$ cat src/rtl/gpio_ctrl_pkg.sv
package gpio_ctrl_pkg;
  // register addresses
  localparam logic [3:0] A_DIR0 = 4'd0;
  localparam logic [3:0] A_DAT0 = 4'd3;
  localparam logic [3:0] A_ALTA = 4'd6;
  localparam logic [3:0] A_ALTB = 4'd7;
  localparam logic [3:0] A_MODE = 4'd8;

  // priority: test output > test/forced input > alternate output > direction
  function automatic logic pin_oe_f(logic dir_b, logic alt_out_b, logic force_in_b,
                                    logic tst_in_b, logic tst_out_b);
    if (tst_out_b) return 1'b1;
    if (tst_in_b || force_in_b) return 1'b0;
    if (alt_out_b) return 1'b1;
    return dir_b;
  endfunction

  // readback: driven pins show stored data, the rest show the synchronized pad
  function automatic logic read_bit_f(logic oe_b, logic dat_b, logic sync_b);
    return oe_b ? dat_b : sync_b;
  endfunction
endpackage

$ cat src/rtl/gpio_sync.sv
module gpio_sync #(
  parameter int W = 24
) (
  input  logic         clk,
  input  logic         rst_n,
  input  logic         clr,
  input  logic [W-1:0] d,
  output logic [W-1:0] q
);
  logic [W-1:0] stage1;

  always_ff @(posedge clk or negedge rst_n) begin
    if (!rst_n) begin
      stage1 <= '0;
      q      <= '0;
    end else if (clr) begin
      stage1 <= '0;
      q      <= '0;
    end else begin
      stage1 <= d;
      q      <= stage1;
    end
  end
endmodule

$ cat src/rtl/gpio_regs.sv
module gpio_regs
  import gpio_ctrl_pkg::*;
#(
  parameter int PW    = 8,
  parameter int NPORT = 3,
  localparam int DW   = PW * NPORT
) (
  input  logic          clk,
  input  logic          rst_n,
  input  logic          wr_en,
  input  logic [3:0]    addr,
  input  logic [PW-1:0] wdata,
  output logic [DW-1:0] dir_q,
  output logic [DW-1:0] dat_q,
  output logic [3:0]    pwm_en_q,
  output logic [2:0]    trig_en_q,
  output logic [2:0]    p2_en_q,
  output logic          mode_q,
  output logic          srst_o
);
  // soft reset: non-latching, a one-cycle pulse on the write itself
  assign srst_o = wr_en && (addr == A_ALTB) && wdata[0];

  always_ff @(posedge clk or negedge rst_n) begin
    if (!rst_n) begin
      dir_q     <= '0;
      dat_q     <= '0;
      pwm_en_q  <= '0;
      trig_en_q <= '0;
      p2_en_q   <= '0;
      mode_q    <= 1'b0;
    end else if (srst_o) begin
      dir_q     <= '0;
      dat_q     <= '0;
      pwm_en_q  <= '0;
      trig_en_q <= '0;
      p2_en_q   <= '0;
      mode_q    <= 1'b0;
    end else if (wr_en) begin
      for (int p = 0; p < NPORT; p++) begin
        if (addr == A_DIR0 + 4'(p)) dir_q[p*PW +: PW] <= wdata;
        if (addr == A_DAT0 + 4'(p)) dat_q[p*PW +: PW] <= wdata;
      end
      if (addr == A_ALTA) pwm_en_q <= wdata[7:4];
      if (addr == A_ALTB) begin
        trig_en_q <= wdata[7:5];
        p2_en_q   <= wdata[3:1];
      end
      if (addr == A_MODE) mode_q <= wdata[0];
    end
  end
endmodule

$ cat src/rtl/gpio_pinmux.sv
module gpio_pinmux
  import gpio_ctrl_pkg::*;
#(
  parameter int PW    = 8,
  parameter int NPORT = 3,
  localparam int DW   = PW * NPORT
) (
  input  logic [DW-1:0] dir_q,
  input  logic [DW-1:0] dat_q,
  input  logic [3:0]    pwm_en_q,
  input  logic [2:0]    trig_en_q,
  input  logic [2:0]    p2_en_q,
  input  logic          mode_q,
  input  logic          test_mode_i,
  input  logic          test_drv_i,
  input  logic          pwm0_i,
  input  logic          pwm1_i,
  input  logic          dcsync_i,
  input  logic          fsync_i,
  input  logic          bclk_i,
  output logic [DW-1:0] pin_oe_o,
  output logic [DW-1:0] pin_do_o,
  output logic [DW-1:0] pin_alt_o,
  output logic [DW-1:0] alt_act_o
);
  localparam int P1 = PW;
  localparam int P2 = 2 * PW;

  logic [DW-1:0] out_en, src, force_in, tst_in, tst_out;

  always_comb begin
    out_en   = '0;
    src      = '0;
    force_in = '0;
    tst_in   = '0;
    tst_out  = '0;
    for (int b = 0; b < 4; b++) out_en[4+b] = pwm_en_q[b];
    src[7] = pwm1_i;
    src[6] = pwm1_i;
    src[5] = pwm0_i;
    src[4] = pwm0_i;
    for (int k = 0; k < 3; k++) begin
      out_en[P2+1+k]   = p2_en_q[k];
      force_in[P1+5+k] = trig_en_q[k];
    end
    src[P2+3]      = dcsync_i;
    src[P2+2]      = fsync_i;
    src[P2+1]      = bclk_i;
    force_in[P2+6] = mode_q;
    tst_in[P1+4]   = test_mode_i;
    tst_out[P2+7]  = test_mode_i;
    src[P2+7]      = test_drv_i;
  end

  for (genvar i = 0; i < DW; i++) begin : g_pin
    assign alt_act_o[i] = tst_out[i] | (out_en[i] & ~force_in[i] & ~tst_in[i]);
    assign pin_oe_o[i]  = pin_oe_f(dir_q[i], out_en[i], force_in[i], tst_in[i], tst_out[i]);
    assign pin_do_o[i]  = alt_act_o[i] ? src[i] : dat_q[i];
    assign pin_alt_o[i] = alt_act_o[i] & src[i];
  end
endmodule

$ cat src/rtl/gpio_ctrl.sv
module gpio_ctrl
  import gpio_ctrl_pkg::*;
#(
  parameter int PW    = 8,
  parameter int NPORT = 3,
  localparam int DW   = PW * NPORT
) (
  input  logic          clk,
  input  logic          rst_n,
  input  logic          wr_en,
  input  logic [3:0]    addr,
  input  logic [PW-1:0] wdata,
  output logic [PW-1:0] rdata,
  input  logic [DW-1:0] pin_i,
  output logic [DW-1:0] pin_oe_o,
  output logic [DW-1:0] pin_do_o,
  output logic [DW-1:0] pin_alt_o,
  input  logic          pwm0_i,
  input  logic          pwm1_i,
  input  logic          dcsync_i,
  input  logic          fsync_i,
  input  logic          bclk_i,
  input  logic          test_mode_i,
  input  logic          test_drv_i,
  output logic [2:0]    timer_trig_o,
  output logic          mtc_o,
  output logic          test_sel_o
);
  logic [DW-1:0] dir_q, dat_q, sync_w, alt_act_w;
  logic [3:0]    pwm_en_q;
  logic [2:0]    trig_en_q, p2_en_q;
  logic          mode_q, srst_w;

  gpio_regs #(.PW(PW), .NPORT(NPORT)) i_regs (
    .clk(clk), .rst_n(rst_n), .wr_en(wr_en), .addr(addr), .wdata(wdata),
    .dir_q(dir_q), .dat_q(dat_q), .pwm_en_q(pwm_en_q), .trig_en_q(trig_en_q),
    .p2_en_q(p2_en_q), .mode_q(mode_q), .srst_o(srst_w)
  );

  gpio_sync #(.W(DW)) i_sync (
    .clk(clk), .rst_n(rst_n), .clr(srst_w), .d(pin_i), .q(sync_w)
  );

  gpio_pinmux #(.PW(PW), .NPORT(NPORT)) i_mux (
    .dir_q(dir_q), .dat_q(dat_q), .pwm_en_q(pwm_en_q), .trig_en_q(trig_en_q),
    .p2_en_q(p2_en_q), .mode_q(mode_q), .test_mode_i(test_mode_i),
    .test_drv_i(test_drv_i), .pwm0_i(pwm0_i), .pwm1_i(pwm1_i),
    .dcsync_i(dcsync_i), .fsync_i(fsync_i), .bclk_i(bclk_i),
    .pin_oe_o(pin_oe_o), .pin_do_o(pin_do_o), .pin_alt_o(pin_alt_o),
    .alt_act_o(alt_act_w)
  );

  for (genvar k = 0; k < 3; k++) begin : g_trig
    assign timer_trig_o[k] = trig_en_q[k] & sync_w[PW+5+k];
  end
  assign mtc_o      = mode_q & sync_w[2*PW+6];
  assign test_sel_o = test_mode_i & sync_w[PW+4];

  always_comb begin
    rdata = '0;
    for (int p = 0; p < NPORT; p++) begin
      if (addr == A_DIR0 + 4'(p)) rdata = dir_q[p*PW +: PW];
      if (addr == A_DAT0 + 4'(p))
        for (int b = 0; b < PW; b++)
          rdata[b] = read_bit_f(pin_oe_o[p*PW+b], dat_q[p*PW+b], sync_w[p*PW+b]);
    end
    if (addr == A_ALTA) rdata[7:4] = pwm_en_q;
    if (addr == A_ALTB) begin
      rdata[7:5] = trig_en_q;
      rdata[3:1] = p2_en_q;
    end
    if (addr == A_MODE) rdata[0] = mode_q;
  end
endmodule

$ cat config.mk
export PLATFORM = sky130hd
export DESIGN_NAME = gpio_ctrl
export DESIGN_NICKNAME = d
export VERILOG_FILES = /design/src/rtl/gpio_ctrl_pkg.sv /design/src/rtl/gpio_sync.sv /design/src/rtl/gpio_regs.sv /design/src/rtl/gpio_pinmux.sv /design/src/rtl/gpio_ctrl.sv
export SDC_FILE = /design/constraint.sdc
export NUM_CORES = 1
export LEC_CHECK = 0
export BUFFER_PORTS_ARGS = -buffer_cell sky130_fd_sc_hd__buf_2
export CORE_MARGIN = 2
export CORE_UTILIZATION = 35
export DETAILED_ROUTE_END_ITERATION = 12
export GPL_TIMING_DRIVEN = 0
export PLACE_DENSITY_LB_ADDON = 0.25
export SLEW_MARGIN = 0
export SYNTH_ARGS = -nofsm -noshare
export SYNTH_HDL_FRONTEND = slang
export SYNTH_SLANG_ARGS = --single-unit
$ cat constraint.sdc
create_clock -name clk -period 1.6 [get_ports clk]
set_input_delay 0.08 -clock clk [delete_from_list [all_inputs] [get_ports clk]]
set_output_delay 0.08 -clock clk [all_outputs]
set_load 0.01 [all_outputs]
# --- Yosys cells after proc, flatten, opt, wreduce, memory -nomap -nowiden ---
# Cells that the tools add are included.
totals:
  regBits: 107
  input_bits: 46
  word_cells: 173
classes:
  n_eq_ne: 8
  muxes: 118
  bitwise_logic: 13
  n_reduce_logical: 22
op_table:
  columns: ["cell", "count"]
  rows:
  - ["$mux 24", 6]
  - ["$mux 8", 12]
  - ["$mux 1", 88]
  - ["$mux 3", 8]
  - ["$reduce_bool 2->1", 10]
  - ["$reduce_and 2->1", 9]
  - ["$eq 4x3->1 const B", 4]
  - ["$mux 4", 4]
  - ["$and 1x1->1", 13]
  - ["$eq 4x2->1 const B", 2]
  - ["$eq 4x1->1 const B", 1]
  - ["$eq 4x4->1 const B", 1]
  - ["$logic_not 4->1", 1]
  - ["$logic_and 1x1->1", 2]

# --- Longest topological paths before layout ---
# Gate-level depths: netlist (run 1).
depth:
  word_depth: 11
  ltp_mapped: 6
  depth_no_buf: 4

# --- Modules after synthesis ---
# Synthesis (run 1) repeated with hierarchy kept, for this count alone.
hier_totals:
  cells_unflattened: 539
  hier_area_um2: 5858.1
modules_own_cells:
  columns: ["mod", "n_inst", "cells_each", "area_each_um2", "seq_area_each_um2"]
  rows:
  - ["gpio_regs", 1, 205, 2577.5, 1476.4]
  - ["gpio_sync", 1, 101, 1545.2, 1201.2]
  - ["gpio_ctrl", 1, 136, 987.2, 0.0]
  - ["gpio_pinmux", 1, 97, 748.2, 0.0]

# --- Worst setup path before layout (run 1) ---
# No wires, ideal clock.
synth_timing:
  path_kind: "reg-to-output"
  start: "register i_regs.pwm_en_q[3]"
  end: "output port rdata[7]"
  t_arrival_ns: 1.451
  required_time_ns: 1.520
  path_slack_ns: 0.069
  path_stages_with_launch: 5
  path_buffers: 0
  path_cell_list: "dfrtp_1 > or2_2 > mux2i_1 > o22a_1 > o32ai_1"
synth_via:
  elab_chain_len: 10
synth_lines:
  columns: ["element", "line", "text"]
  rows:
  - ["from (decl)", "gpio_regs.sv:15", "output logic [3:0] pwm_en_q,"]
  - ["from (signal assigned)", "gpio_regs.sv:44", "if (addr == A_ALTA) pwm_en_q <= wdata[7:4];"]
  - ["$mux 1", "gpio_ctrl_pkg.sv:14", "if (alt_out_b) return 1'b1;"]
  - ["$mux 1", "gpio_ctrl_pkg.sv:15", "return dir_b;"]
  - ["net pin_oe_o[7]", "gpio_ctrl.sv:15", "output logic [DW-1:0] pin_oe_o,"]
  - ["$mux 1", "gpio_ctrl_pkg.sv:20", "return oe_b ? dat_b : sync_b;"]
  - ["$mux 8", "gpio_ctrl.sv:63", "if (addr == A_DAT0 + 4'(p))"]
  - ["$mux 8", "gpio_ctrl.sv:62", "if (addr == A_DIR0 + 4'(p)) rdata = dir_q[p*PW +: PW];"]
  - ["$mux 8", "gpio_ctrl.sv:63", null]
  - ["$mux 8", "gpio_ctrl.sv:62", null]
  - ["$mux 8", "gpio_ctrl.sv:63", null]
  - ["$mux 4", "gpio_ctrl.sv:67", "if (addr == A_ALTA) rdata[7:4] = pwm_en_q;"]
  - ["$mux 3", "gpio_ctrl.sv:68", "if (addr == A_ALTB) begin"]
  - ["to (decl)", "gpio_ctrl.sv:13", "output logic [PW-1:0] rdata,"]
# The timed path passes the listed nets, and every way through them passes these cells.

# --- Worst setup path after layout (run 1) ---
layout_timing:
  start: "register i_regs.dir_q[5]"
  end: "output port rdata[5]"
layout_via:
  elab_chain_len: 9
layout_lines:
  columns: ["element", "line", "text"]
  rows:
  - ["from (decl)", "gpio_regs.sv:13", "output logic [DW-1:0] dir_q,"]
  - ["from (signal, indexed assignment)", "gpio_regs.sv:41", "if (addr == A_DIR0 + 4'(p)) dir_q[p*PW +: PW] <= wdata;"]
  - ["$mux 1", "gpio_ctrl_pkg.sv:15", null]
  - ["$mux 1", "gpio_ctrl_pkg.sv:20", null]
  - ["$mux 8 *", "gpio_ctrl.sv:63", null]
  - ["$mux 8 *", "gpio_ctrl.sv:62", null]
  - ["$mux 8 *", "gpio_ctrl.sv:63", null]
  - ["$mux 8 *", "gpio_ctrl.sv:62", null]
  - ["$mux 8 *", "gpio_ctrl.sv:63", null]
  - ["$mux 4 *", "gpio_ctrl.sv:67", null]
  - ["$mux 3 *", "gpio_ctrl.sv:68", null]
# Mark *: on every way between the ends. The rest lies on a longest branch, timed or not.

==> results of run 1 <==
## power by group
| part | leakage, nW | switching [W] | internal, W | total [W] |
|---|---|---|---|---|
| registers | 1.31 | 0.000354 | 0.00309 | 0.00344 |
| logic | 2.37 | 0.00108 | 0.00123 | 0.00230 |
| clock network | 0.153 | 0.00108 | 0.00124 | 0.00232 |
## cells in the final DEF (no fill, tap or decap), drive strengths merged, types with 2 or more instances in the layout
cell type	synthesis	layout
a21o	3	3
a21oi	15	15
a22o	5	5
a22oi	7	7
a31oi	4	4
and2	15	15
buf	65	197
clkbuf	10	19
clkinv	0	2
conb	1	16
dfrtp	107	107
diode	0	3
dlygate4sd3	0	25
inv	9	13
mux2	16	16
mux2i	55	55
nand2	24	24
nand2b	4	4
nand3	19	19
nand3b	4	4
nor2	58	58
nor2b	62	62
nor3	9	9
nor4	2	2
nor4b	2	2
o211ai	3	3
o21ai	21	21
o22a	3	3
o32ai	5	5
or2	9	9
or3b	2	2
## worst max-delay path, cell delays in order (launching register included)
cell,delay (ns)
dfrtp_1,0.39
or3b_4,0.39
a21o_1,0.19
a22oi_1,0.18
o32a_1,0.21
buf_2,0.15
## worst min-delay path by stage
stage | endpoint | slack [ns] | cells after the start
2_1_floorplan | i_regs.dat_q[0]$_DFFE_PN0P_ | -0.22 | 0
3_3_place_gp | i_sync.stage1[13]$_DFF_PN0_ | 0.30 | 2
3_5_place_dp | i_sync.stage1[17]$_DFF_PN0_ | 0.08 | 1
4_1_cts | i_regs.p2_en_q[0]$_DFFE_PN0P_ | 0.06 | 3
5_1_grt | i_regs.p2_en_q[1]$_DFFE_PN0P_ | 0.08 | 3
6_report | i_regs.p2_en_q[0]$_DFFE_PN0P_ | 0.06 | 3
## kinds of logic after synthesis
kind of cell	after synthesis
compound gates	76
other cells	1
buf+inv	84
mux	71
flops	107
simple gates	215
## flip-flops by register name, indices dropped and copies added, names as in the netlist
name	count
i_regs.dir_q	24
i_regs.mode_q	1
i_regs.trig_en_q	3
i_regs.p2_en_q	3
i_sync.stage1	24
i_regs.pwm_en_q	4
i_regs.dat_q	24
i_sync.q	24
## metal layers
metal	vias up	share of wire [%]
li1	2201	-
met1	2247	45
met2	171	46
met3	24	6.4
met4	0	2.5
met5	-	0
## final cells by class
type                            instances  area (um2)  share of cell area, %
Sequential cell                       107        2690                   36.6
Inverter                                9        33.8                  0.460
Multi-Input combinational cell        378        2580                   35.1
Buffer                                 75         470                   6.40
Clock inverter                          7        81.3                   1.11
Tap cell                              216         270                   3.68
Timing Repair Buffer                  157         991                   13.5
Clock buffer                            9         225                   3.07
Antenna cell                            3        7.51                  0.102
## stage by stage
step | power (W) | setup TNS, ns | cell area (um2) | instances
floorplan | 0.00465 | 0 | 5640 | 569
global placement | 0.00538 | -75.27 | 6460 | 894
detailed placement | 0.00545 | -1.80 | 6490 | 895
CTS | 0.00803 | -2.03 | 7250 | 953
global route | 0.00847 | -2.37 | 7340 | 960
finish | 0.00807 | -2.05 | 7350 | 961
## repair_timing
action	4_1_cts	5_1_grt
cloned	0	0
buffers inserted	17	5
pin swaps	17	10
endpoints found under the setup margin	8	8
gates resized for setup	23	13
endpoints found under the hold margin	59	0
hold buffers	25	0
==> flow_summary.json, run 1 <==
{
  "r2r_setup_slack_ns": 0.59,
  "finalSetupViolCount": 8,
  "synth.area.mux_share_pct": 13.1,
  "die_w_um": 130,
  "yosys.area_share.simple_pct": 21.0,
  "netlist_area_um2": 5590,
  "syn2layout_area_growth_pct": 31.5,
  "skew_ns": 0.00259,
  "tritoncts": "built",
  "grt_overflow": 0,
  "dieArea_um2": 17000,
  "vias_per_cell": 4.83,
  "whs_ns": 0.0648,
  "peakVddDrop_mv": 0.688,
  "clkSlewWorstSetupHoldPaths_ns": 0.08,
  "grt_pass1_vias": 4413,
  "grt.total_usage_pct": 19.8,
  "route.detailed.drc": 0,
  "r2r_start": "i_regs.pwm_en_q[3]$_DFFE_PN0P_",
  "synth_fa_ha_area_share_pct": 0,
  "synth_top_family_by_area": "simple AND/OR/NAND/NOR gates",
  "hp-class": "input port to flip-flop",
  "final_nets": 783,
  "crit_fanout": 2,
  "finalHoldViolations": 0,
  "fin_ws_ns": -0.334,
  "synth-xor-area-share_pct": 0,
  "rsz0062_at_grt": "true",
  "timing.fmax_ghz": 0.517,
  "synth-compound-area-share_pct": 8.93,
  "cp.arrival_ns": 1.85,
  "final_max_slew_viol_count": 0,
  "grt_antenna_before_repair": 3,
  "crit_path_end_kind": "primary output",
  "wl_per_cell_um": 17.2,
  "pre_cts_ws_ns": -0.155,
  "drt-pass1-iter-count": 5,
  "synth_edf_count": 0,
  "synth.distinct_cells": 48,
  "htreeDepth": 3,
  "min_period_ns": 1.93,
  "synthArstFlopShare_pct": 100,
  "worstSetupStartpointType": "flip-flop",
  "violations": "negative setup slack",
  "grt_start_max_net_pins": 73,
  "core_area_um2": 15800,
  "power.density_nw_per_um2": 1100,
  "gp_congestion": 0.920,
  "yosysTopAreaCell": "dfrtp_1",
  "ys_seq_area_share_pct": 47.9,
  "status": "finished, violations left",
  "synth_warnings": 0,
  "synth_area_leaders": "dfrtp_1 (48%), mux2i_1 (9.9%), nor2b_1 (6.9%), buf_4 (5.8%), nor2_1 (3.8%)",
  "endpoint": "rdata[5]",
  "avgSynthCellArea_um2": 10.1,
  "syn_inst": 554,
  "ys_ff_latch": 107,
  "synth.most_common_cell": "dfrtp_1",
  "hold_start": "wdata[1]",
  "period_share_pct": 121,
  "startpoint": "i_regs.dir_q[5]$_DFFE_PN0P_",
  "synth_top_area_share_pct": 47.9,
  "synth_ff_type": "dfrtp_1",
  "cts.sinks": 107,
  "drive_gt1_share_pct": 36.5,
  "reg2reg_to": "i_regs.pwm_en_q[3]$_DFFE_PN0P_",
  "use_met1_pct": 26.9,
  "post-route-util_pct": 46.6,
  "grt_pass1_wl_um": 25200,
  "ant_nets": 0,
  "wirelength_um": 16600,
  "rows": 46,
  "drv_cap": 0,
  "io_buffers": 109,
  "rr_worst_depth": 4,
  "start_util_pct": 35.4,
  "cts_made_buffers": 9,
  "drt_first_iter_violations": 333,
  "grt-busiest-layer": "met2",
  "synth_common_cells": "dfrtp_1 (107), nor2b_1 (62), nor2_1 (56), mux2i_1 (55), buf_4 (43)",
  "cp.required_ns": 1.52,
  "leakage_nw": 3.83,
  "die_y_um": 130,
  "clk-insertion-delay-late_ns": 0.35,
  "met2_usage_pct": 31.8,
  "use_met3_pct": 4.22,
  "dp_hpwl_um": 12300,
  "vias": 4643,
  "root_buffer": "clkbuf_16",
  "fillers": 1547,
  "tightest_slew_ns": 0.574,
  "slew_headroom_pct": 61.7,
  "pin_count": 131,
  "cts_buffer_depth": 2,
  "worstSetupPathType": "flip-flop to primary output"
}
No activity file was read; power rests on OpenSTA's default activity.
==> inputs of run 2 (changes only) <==
- RECOVER_POWER: default -> 50
==> flow_summary.json, run 2 (synthesized netlist as in run 1, its figures left out) <==
{
  "grt_pass1_vias": 4413,
  "peakVddDrop_mv": 0.689,
  "drt_first_iter_violations": 391,
  "crit_fanout": 2,
  "use_met1_pct": 26.9,
  "whs_endpoint": "i_regs.p2_en_q[0]$_DFFE_PN0P_",
  "status": "finished, violations left",
  "wl_per_cell_um": 17.3,
  "cp.arrival_ns": 1.87,
  "io_buffers": 109,
  "core_area_um2": 15800,
  "seq_area_um2": 2690,
  "r2r_setup_slack_ns": 0.59,
  "drive_gt1_share_pct": 35.2,
  "slew_headroom_pct": 38.4,
  "dieArea_um2": 17000,
  "vias": 4690,
  "htreeDepth": 3,
  "finalSetupTns_ns": -2.07,
  "fillers": 1551,
  "root_buffer": "clkbuf_16",
  "finalSetupViolCount": 8,
  "rr_worst_depth": 4,
  "crit_path_end_kind": "primary output",
  "multi_input_area_um2": 2580,
  "rows": 46,
  "tightest_slew_ns": 0.924,
  "finalHoldViolations": 0,
  "mostFrequentLayoutCells": "buf_2 (122), dfrtp_1 (101), nor2b_1 (59)",
  "dp_hpwl_um": 12300,
  "cts_buffer_depth": 2,
  "final_common_cell": "buf_2",
  "hp-class": "input port to flip-flop",
  "route.detailed.drc": 0,
  "cp.required_ns": 1.52,
  "timing.fmax_ghz": 0.513,
  "clk-insertion-delay-late_ns": 0.35,
  "fin_ws_ns": -0.348,
  "clkSlewWorstSetupHoldPaths_ns": 0.08,
  "grt_pass1_wl_um": 25200,
  "grt_start_max_net_pins": 73,
  "met2_usage_pct": 31.8,
  "cts.sinks": 107,
  "power.density_nw_per_um2": 1100,
  "hold-path-cell-count": 3,
  "worstSetupPathType": "flip-flop to primary output",
  "wirelength_um": 16700,
  "min_period_ns": 1.95,
  "grt_antenna_before_repair": 3,
  "final_max_slew_viol_count": 0,
  "grt.total_usage_pct": 19.8,
  "pre_cts_ws_ns": -0.155,
  "cts_made_buffers": 9,
  "grt_overflow": 0,
  "gp_congestion": 0.920,
  "die_y_um": 130,
  "syn2layout_area_growth_pct": 31.1,
  "pin_count": 131,
  "vias_per_cell": 4.88,
  "rsz0062_at_grt": "true",
  "worstSetupStartpointType": "flip-flop",
  "hold_start": "wdata[1]",
  "final_nets": 783,
  "skew_ns": 0.00263,
  "period_share_pct": 122,
  "ant_nets": 0,
  "drt-pass1-iter-count": 6,
  "drv_cap": 0,
  "use_met3_pct": 4.22,
  "r2r_start": "i_regs.pwm_en_q[3]$_DFFE_PN0P_",
  "grt-busiest-layer": "met2",
  "tritoncts": "built",
  "power.total_w": 0.00805,
  "die_w_um": 130,
  "startpoint": "i_regs.dir_q[5]$_DFFE_PN0P_",
  "violations": "negative setup slack",
  "start_util_pct": 35.4,
  "leakage_nw": 3.79,
  "reg2reg_to": "i_regs.pwm_en_q[3]$_DFFE_PN0P_"
}
-- run 2: layer usage --
metal	part of all wire [%]	vias up
li1	-	2203
met1	45	2281
met2	46	182
met3	6.7	24
met4	2.6	0
met5	0	-
-- run 2: layout make-up --
cell class | instances | share of cell area, %
timing repair buffer | 157 | 13.3
inverter | 9 | 0.461
clock inverter | 7 | 1.11
tap | 216 | 3.69
multi-input combinational | 378 | 35.2
antenna | 3 | 0.102
clock buffer | 9 | 3.07
buffer | 75 | 6.42
sequential | 107 | 36.7
-- run 2: metrics by stage --
step / instance area, um2 / utilization (%) / hold WS, ns / cells
floorplan: 5640 / - / -0.216 / 569
detailed placement: 6490 / 41.2 / 0.0774 / 895
global placement: 6460 / 41.0 / 0.298 / 894
finish: 7320 / 46.4 / 0.0640 / 961
CTS: 7250 / 46.0 / 0.0614 / 953
global route: 7320 / 46.4 / 0.0804 / 960
-- run 2: worst max-delay path by stage --
stage / to
after floorplan: rdata[7]
after global placement: i_sync.q[4]$_DFF_PN0_
after detailed placement: rdata[6]
after CTS: rdata[4]
after global routing: rdata[3]
final: rdata[5]
-- run 2: repair_timing --
item	4_1_cts	5_1_grt
endpoints found under the setup margin	8	8
resized for setup	23	13
hold endpoints to repair	59	0
pin swaps	17	10
buffers inserted	17	5
hold buffers	25	0
-- run 2: critical path, stage by stage, from the launching register on --
cell     delay (ns)
dfrtp_1        0.39
or3b_4         0.39
a21o_1         0.20
a22oi_1        0.18
o32a_1         0.21
buf_2          0.15
-- run 2: where the power goes --
group | switching, W | total [W] | internal, W
combinational | 0.00108 | 0.00229 | 0.00121
sequential | 0.000352 | 0.00344 | 0.00309
clock | 0.00108 | 0.00232 | 0.00124
total | 0.00251 | 0.00805 | 0.00554
==> inputs of run 3 (changes only) <==
==> constraint.sdc (replaced) <==
create_clock -name clk -period 1.6 [get_ports clk]
set_input_delay 0.32 -clock clk [delete_from_list [all_inputs] [get_ports clk]]
set_output_delay 0.32 -clock clk [all_outputs]
set_load 0.01 [all_outputs]
==> flow_summary.json, run 3 (synthesized netlist as in run 1, its figures left out) <==
{
  "cts_made_buffers": 9,
  "rows": 46,
  "syn2layout_area_growth_pct": 32.1,
  "root_buffer": "clkbuf_16",
  "cts.sinks": 107,
  "finalSetupViolCount": 16,
  "final_max_slew_viol_count": 0,
  "period_share_pct": 136,
  "dieArea_um2": 17000,
  "vias_per_cell": 4.90,
  "slew_headroom_pct": 34.5,
  "htreeDepth": 3,
  "dp_hpwl_um": 12400,
  "cp.arrival_ns": 1.85,
  "io_buffers": 109,
  "gp_congestion": 0.885,
  "final_common_cell": "dfrtp_1",
  "route.detailed.drc": 0,
  "final_cells": 940,
  "power.density_nw_per_um2": 1110,
  "ant_nets": 0,
  "timing.fmax_ghz": 0.461,
  "finalHoldViolations": 0,
  "grt_antenna_before_repair": 0,
  "hp-class": "input port to flip-flop",
  "crit_path_end_kind": "primary output",
  "fin_ws_ns": -0.570,
  "dpl_cell_area_um2": 6560,
  "cp.required_ns": 1.28,
  "place_inst": 895,
  "drt_first_iter_violations": 293,
  "die_y_um": 130,
  "status": "finished, violations left",
  "start_util_pct": 35.4,
  "clk-insertion-delay-late_ns": 0.36,
  "worstSetupStartpointType": "flip-flop",
  "vias": 4605,
  "grt_pass1_vias": 4268,
  "grt_start_max_net_pins": 71,
  "drt-pass1-iter-count": 5,
  "post-route-util_pct": 46.8,
  "final_cell_area_um2": 7380,
  "tritoncts": "built",
  "antenna_cells": 0,
  "tightest_slew_ns": 0.983,
  "cts_buffer_depth": 2,
  "grt.total_usage_pct": 19.8,
  "rsz0062_at_grt": "true",
  "pin_count": 131,
  "final_nets": 765,
  "skew_ns": 0.00373,
  "min_period_ns": 2.17,
  "drive_gt1_share_pct": 39.5,
  "grt_overflow": 0,
  "peakVddDrop_mv": 0.605,
  "grt_pass1_wl_um": 24800,
  "core_area_um2": 15800,
  "wl_per_cell_um": 17.9,
  "wirelength_um": 16900,
  "leakage_nw": 3.80,
  "crit_fanout": 2,
  "worstSetupPathType": "flip-flop to primary output",
  "die_w_um": 130,
  "mostFrequentLayoutCells": "dfrtp_1 (100), buf_2 (99), nor2b_1 (58)",
  "violations": "negative setup slack",
  "clkSlewWorstSetupHoldPaths_ns": 0.07,
  "drv_cap": 0
}
run 3: cell types whose count changed in the layout (fill, tap and decap cells not counted), sizes merged:
cell         previous run  this run
dlygate4sd3            25         1
nor2                   58        59
buf                   173       177
inv                    13        12
clkbuf                 43        45
diode                   3         0
run 3: per-layer routing:
layer / track usage [%] / vias to the layer above / share of wire (%)
li1: - / 2162 / -
met1: 27.4 / 2259 / 45
met2: 31.6 / 160 / 47
met3: 2.58 / 24 / 5.4
met4: 8.07 / 0 / 2.5
met5: 0 / - / 0
run 3: cell type report:
| cell class | instances | area [um2] |
|---|---|---|
| inverters | 9 | 33.8 |
| clock inverters | 6 | 70.1 |
| fillers | 1552 | 8390 |
| plain buffers | 75 | 502 |
| flip-flops and latches | 107 | 2690 |
| clock buffers | 10 | 229 |
| well taps | 216 | 270 |
| repair buffers | 138 | 898 |
| multi-input cells | 379 | 2690 |
run 3: per-stage QoR:
step | hold WS [ns] | TNS, ns | total power, W | setup slack (ns)
floorplan | 0.0244 | -0.0670 | 0.00470 | -0.0336
global placement | 0.442 | -129.85 | 0.00544 | -0.964
detailed placement | 0.325 | -29.58 | 0.00549 | -0.613
CTS | 0.163 | -4.48 | 0.00807 | -0.570
global route | 0.172 | -19.25 | 0.00863 | -0.625
finish | 0.172 | -4.66 | 0.00823 | -0.570
run 3: worst paths after layout:
| path | startpoint | endpoint | slack (ns) | cells past startpoint |
|---|---|---|---|---|
| max | i_regs.dir_q[3]$_DFFE_PN0P_ | rdata[3] | -0.57 | 5 |
| min reg2reg | i_sync.stage1[6]$_DFF_PN0_ | i_sync.q[6]$_DFF_PN0_ | 0.46 | 1 |
| max in group asynchronous | rst_n | i_regs.dir_q[8]$_DFFE_PN0P_ | 0.06 | 3 |
| min | pin_i[17] | i_sync.stage1[17]$_DFF_PN0_ | 0.17 | 2 |
| min in group asynchronous | rst_n | i_sync.q[5]$_DFF_PN0_ | 0.66 | 2 |
| max reg2reg | i_regs.pwm_en_q[3]$_DFFE_PN0P_ | i_regs.pwm_en_q[3]$_DFFE_PN0P_ | 0.60 | 4 |
run 3: worst max-delay path, cell delays in order, from the launching register on:
cell and delay, ns:
dfrtp_1 0.35, mux2_2 0.34, a22o_1 0.21, a221oi_2 0.28
o32ai_1 0.14, buf_2 0.16
run 3: what timing repair did:
item / 4_1_cts / 5_1_grt
hold buffers: 1 / 0
pin swaps: 13 / 10
cloned: 0 / 1
endpoints found under the setup margin: 15 / 105
resized for setup: 39 / 49
setup buffers: 17 / 13
endpoints found under the hold margin: 37 / 0
run 3: power breakdown:
part           internal, W  switching [W]  leakage [nW]
clock              0.00123        0.00105         0.148
combinational      0.00137        0.00113          2.34
sequential         0.00309       0.000363          1.31
total              0.00569        0.00254          3.80
